--- src/rtl/cb_weight_arb.sv ---
module cb_weight_arb #(
  parameter int WEIGHT_W    = 8,
  parameter int CB_PER_UNIT = 3
) (
  input  logic                clk,
  input  logic                rst_n,
  input  logic                ul_req,
  input  logic                dl_req,
  input  logic                congested,
  input  logic [WEIGHT_W-1:0] ul_weight,
  input  logic [WEIGHT_W-1:0] dl_weight,
  input  logic                cb_done,
  output logic [1:0]          grant
);
  localparam int MAX_CRED = CB_PER_UNIT * ((1 << WEIGHT_W) - 1);
  localparam int CRED_W   = $clog2(MAX_CRED + 1);

  logic              last_ul;
  logic [CRED_W-1:0] ul_cred, dl_cred;
  logic [CRED_W-1:0] avail_u, avail_d, full_u, full_d, eff_u, eff_d;
  logic              arb, reload, pick_ul;

  assign arb     = (grant == 2'b00) && (ul_req || dl_req);
  assign avail_u = ul_req ? ul_cred : '0;
  assign avail_d = dl_req ? dl_cred : '0;
  assign full_u  = CRED_W'(ul_weight) * CRED_W'(CB_PER_UNIT);
  assign full_d  = CRED_W'(dl_weight) * CRED_W'(CB_PER_UNIT);
  assign reload  = (avail_u == '0) && (avail_d == '0);
  assign eff_u   = reload ? (ul_req ? full_u : '0) : avail_u;
  assign eff_d   = reload ? (dl_req ? full_d : '0) : avail_d;

  always_comb begin
    if (!congested || (eff_u == '0 && eff_d == '0))
      pick_ul = (ul_req && dl_req) ? !last_ul : ul_req;
    else if (eff_u != '0 && eff_d != '0)
      pick_ul = !last_ul;
    else
      pick_ul = (eff_u != '0);
  end

  always_ff @(posedge clk) begin
    if (!rst_n) begin
      grant   <= 2'b00;
      last_ul <= 1'b0;
      ul_cred <= '0;
      dl_cred <= '0;
    end else if (arb) begin
      grant   <= pick_ul ? 2'b01 : 2'b10;
      last_ul <= pick_ul;
      ul_cred <= congested ? eff_u : '0;
      dl_cred <= congested ? eff_d : '0;
    end else if (grant != 2'b00 && cb_done) begin
      grant <= 2'b00;
      if (grant[0] && ul_cred != '0) ul_cred <= ul_cred - 1'b1;
      if (grant[1] && dl_cred != '0) dl_cred <= dl_cred - 1'b1;
    end
  end

  assert_grant_onehot_R1: assert property (@(posedge clk) disable iff (!rst_n)
    $onehot0(grant));

  assert_grant_to_requester_R2: assert property (@(posedge clk) disable iff (!rst_n)
    (grant == 2'b00) |=> ((!grant[0] || $past(ul_req)) && (!grant[1] || $past(dl_req))));

  assert_idle_no_grant_R2: assert property (@(posedge clk) disable iff (!rst_n)
    (grant == 2'b00 && !ul_req && !dl_req) |=> (grant == 2'b00));

  assert_grant_held_R3: assert property (@(posedge clk) disable iff (!rst_n)
    (grant != 2'b00 && !cb_done) |=> $stable(grant));

  assert_release_after_done_R3: assert property (@(posedge clk) disable iff (!rst_n)
    (grant != 2'b00 && cb_done) |=> (grant == 2'b00));

  assert_credit_bound_R5: assert property (@(posedge clk) disable iff (!rst_n)
    (ul_cred <= CRED_W'(MAX_CRED)) && (dl_cred <= CRED_W'(MAX_CRED)));

  assert_zero_weight_yields_R7: assert property (@(posedge clk) disable iff (!rst_n)
    (grant == 2'b00 && congested && ul_req && dl_req && ul_weight == '0 &&
     dl_weight != '0 && ul_cred == '0) |=> (grant == 2'b10));
endmodule

--- config.mk ---
export PLATFORM = sky130hd
export DESIGN_NAME = cb_weight_arb
export DESIGN_NICKNAME = d
export VERILOG_FILES = /design/src/rtl/cb_weight_arb.sv
export SDC_FILE = /design/constraint.sdc
export NUM_CORES = 1
export LEC_CHECK = 0
export BUFFER_PORTS_ARGS = -buffer_cell sky130_fd_sc_hd__buf_2
export CORE_AREA = 2 2 69 71
export CTS_CLUSTER_DIAMETER = 40
export DETAILED_ROUTE_END_ITERATION = 8
export DIE_AREA = 0 0 71 73
export PLACE_DENSITY_LB_ADDON = 0.08
export SLEW_MARGIN = 15
export SYNTH_ARGS = -nofsm -noshare
export SYNTH_HDL_FRONTEND = slang
export SYNTH_SLANG_ARGS = --single-unit
--- constraint.sdc ---
create_clock -name clk -period 2.8 [get_ports clk]
set_input_delay 0 -clock clk [delete_from_list [all_inputs] [get_ports clk]]
set_output_delay 0 -clock clk [all_outputs]
set_load 0.01 [all_outputs]
==> out/qor.yml <==
yosysTopAreaCell: "dfxtp_1"
r2r_start: "dl_cred[6]"
seq_area_frac_synth_pct: 19.58
portBuffers: 23
period_share_pct: 86.89
p_total_mw: 1.725
slew_headroom_pct: 64.67
firstDrtPassIters: 4
synth_xor_area_share_pct: 4.098
clock_path_buffers: 2
max_stage_delay_ns: 0.44
area_delta_synth_final_pct: 10.38
drive_gt1_share_pct: 13.68
synthArstFlopShare_pct: 0
startpoint_type: "flip-flop"
wire_per_inst_um: 14.73
netlist_area_um2: 2351
pre_cts_ws_ns: 0.2453
synthSimpleGateAreaFrac_pct: 25.97
layout_min_cycle_time_ns: 2.433
drv_cap: 0
grt_max_degree: 25
endpoint: "grant[0]"
synthAdderAreaFrac_pct: 11.28
tns_ns: 0
tightest_slew_ns: 0.5252
ctsRootBufferMaster: "clkbuf_8"
fin_ws_ns: 0.3672
cpMostUsedCell: "nor4_1"
pwr-share-clk_pct: 12.7
grt_pass1_vias: 2281
antenna_found_initial: 0
syn_area_per_cell_um2: 7.146
finalMaxSlewViolations: 0
pwr-share-seq_pct: 27.6
cp_slowest_cell: "nor4_1"
cp-end-kind: "flip-flop"
ir_drop_mv: 0.5272
ys_ff_latch: 23
cp_max_fo: 9
status: "finished, final reports clean"
grt_overflow: 0
die-area_um2: 5183
cts_hold_buf: 0
synth_edf_count: 0
crit_start: "dl_cred[6]"
diodes: 0
synth.top_cell.area_share_pct: 19.58
critPathTopFamily: "compound AO/OA/AOI/OAI gates"
p_int_mw: 0.9133
fmax_mhz: 411.0
io_pins: 24
ys_warn_count: 0
cts_buffers: 3
hpwlAfterDp_um: 4642
synth_nets: 371
crit_cells: 7
hp-class: "in -> reg"
synth_ff_type: "dfxtp_1"
cts_sinks: 23
rrSetupSlack_ns: 0.37
vias: 2449
whs_ns: 0.009329
cts_tree: "done"
clock-skew-final_ns: 0.006548
routabilityCongestion: 0.8904
synth_top_family_by_area: "compound AO/OA/AOI/OAI gates"
wl_um: 5966
cp.required_ns: 2.96
p_leak_nw: 1.085
synth_compound_area_share_pct: 32.30
switching_power_mw: 0.8119
core_um2: 4536
r2r_cells: 7
dpl.cell_count: 401
drt_iter0_drc: 101
clk_latency_ns: 0.28
yosysUniqueCellTypes: 55
powerDensity_nw_per_um2: 664.8
instances_no_fill: 405
rows: 25
nets: 394
r2r-end: "grant[0]"
clkTransAtPathRegs_ns: 0.09
ant_nets: 0
vias_per_cell: 6.047
setup_violations: 0
die_x_um: 71
crit_buf_inv: 0
drcViolationCount: 0
cts_resized: 0
crit_type: "reg -> reg"
muxShareOfSynthArea_pct: 1.277
hold_viol: 0
synthCells: 329
worstPathCellList: "nor4_1 -> nand3_1 -> a22o_1 -> a31oi_1 -> nor4_1 -> o221ai_1 -> o21ai_0"
initial_core_util_pct: 51.83
cp_data_arrival_time_ns: 2.59
post_cts_buffers: 0
die_height_um: 73
yosys-top-cells-area: "dfxtp_1 20%, ha_1 9.6%, nor2_1 6.9%"
p_sw_share_pct: 47.06
power_frac_comb_pct: 59.7
grt_pass1_wl_um: 10290
rsz0062_at_grt: "no"
htree_levels: 1
grtUsageTotal_pct: 24.17
-- sequential cells by signal (all words and copies together) (netlist names) --
| name | flops |
|---|---|
| dl_cred | 10 |
| grant | 2 |
| last_ul | 1 |
| ul_cred | 10 |
-- layout make-up --
| type | instances | area, µm² |
|---|---|---|
| Fill cell | 452 | 1941 |
| Multi-Input combinational cell | 272 | 1767 |
| Sequential cell | 23 | 460.4 |
| Timing Repair Buffer | 31 | 175.2 |
| Inverter | 21 | 78.83 |
| Tap cell | 54 | 67.56 |
| Clock buffer | 3 | 41.29 |
| Clock inverter | 1 | 5.005 |
-- power groups by stage --
stage / Clock (mW) / Combinational, mW / Sequential [mW]
floorplan: 0 / 0.745 / 0.462
global placement: 0 / 1.01 / 0.480
detailed placement: 0 / 1.02 / 0.480
CTS: 0.222 / 1.02 / 0.473
global route: 0.233 / 1.16 / 0.487
finish: 0.220 / 1.03 / 0.476
-- tightest hold or removal path: cells and delay by family --
family	cells	cell delay (ns)
buf+inv	1	0.12
compound gates	1	0.07
simple gates	1	0.06
-- per-stage QoR --
| step | util [%] | instance area (µm²) |
|---|---|---|
| 2_1_floorplan | - | 2351 |
| 3_3_place_gp | 56.19 | 2549 |
| 3_5_place_dp | 56.19 | 2549 |
| 4_1_cts | 57.21 | 2595 |
| 5_1_grt | 57.21 | 2595 |
| 6_report | 57.21 | 2595 |
-- synthesized netlist by cell type, drive strengths merged (2+ instances only) --
master,n
a21o,2
nor2,43
a31o,2
a21boi,7
nor4b,4
nor3b,2
and3,5
fa,2
o211a,2
o31ai,2
or2,3
o22ai,3
a21oi,27
nor4,6
mux2i,3
nor3,10
nand2,23
nor2b,5
nand4,6
xor2,5
and3b,2
o32a,2
dfxtp,23
a31oi,10
o221a,4
inv,21
nand3,10
o21ai,29
o21a,9
ha,18
o21bai,3
clkbuf,12
xnor2,6
-- cells in the final DEF (no fill, tap or decap), drive strengths merged, types with 18 or more instances in the layout --
cell type / instances
nor2: 43
nand2: 23
inv: 21
o21ai: 29
ha: 18
dfxtp: 23
a21oi: 27
buf: 31
-- how the worst min path moves through the flow --
stage	startpoint	endpoint	depth (start not counted)
global route	dl_weight[0]	dl_cred[0]	3
CTS	dl_weight[0]	dl_cred[0]	3
global placement	dl_weight[0]	dl_cred[0]	3
detailed placement	dl_weight[0]	dl_cred[0]	3
finish	dl_weight[0]	dl_cred[0]	3
floorplan	rst_n	ul_cred[0]	2
-- per-layer routing --
metal | global-route usage (%) | up-vias | share of wire, %
met2 | 43.51 | 33 | 49
met5 | 0 | - | 0
li1 | - | 1257 | -
met3 | 3.315 | 12 | 2.0
met4 | 5.241 | 0 | 1.7
met1 | 30.83 | 1147 | 47
-- kinds of logic (layout without fill, tap and decap cells) --
group | Yosys count | after routing
simple gates | 124 | 124
compound gates | 114 | 114
buf+inv | 34 | 56
flops | 23 | 23
fa+ha+maj | 20 | 20
xor+xnor | 11 | 11
mux | 3 | 3
No activity file was read; power rests on OpenSTA's default activity.
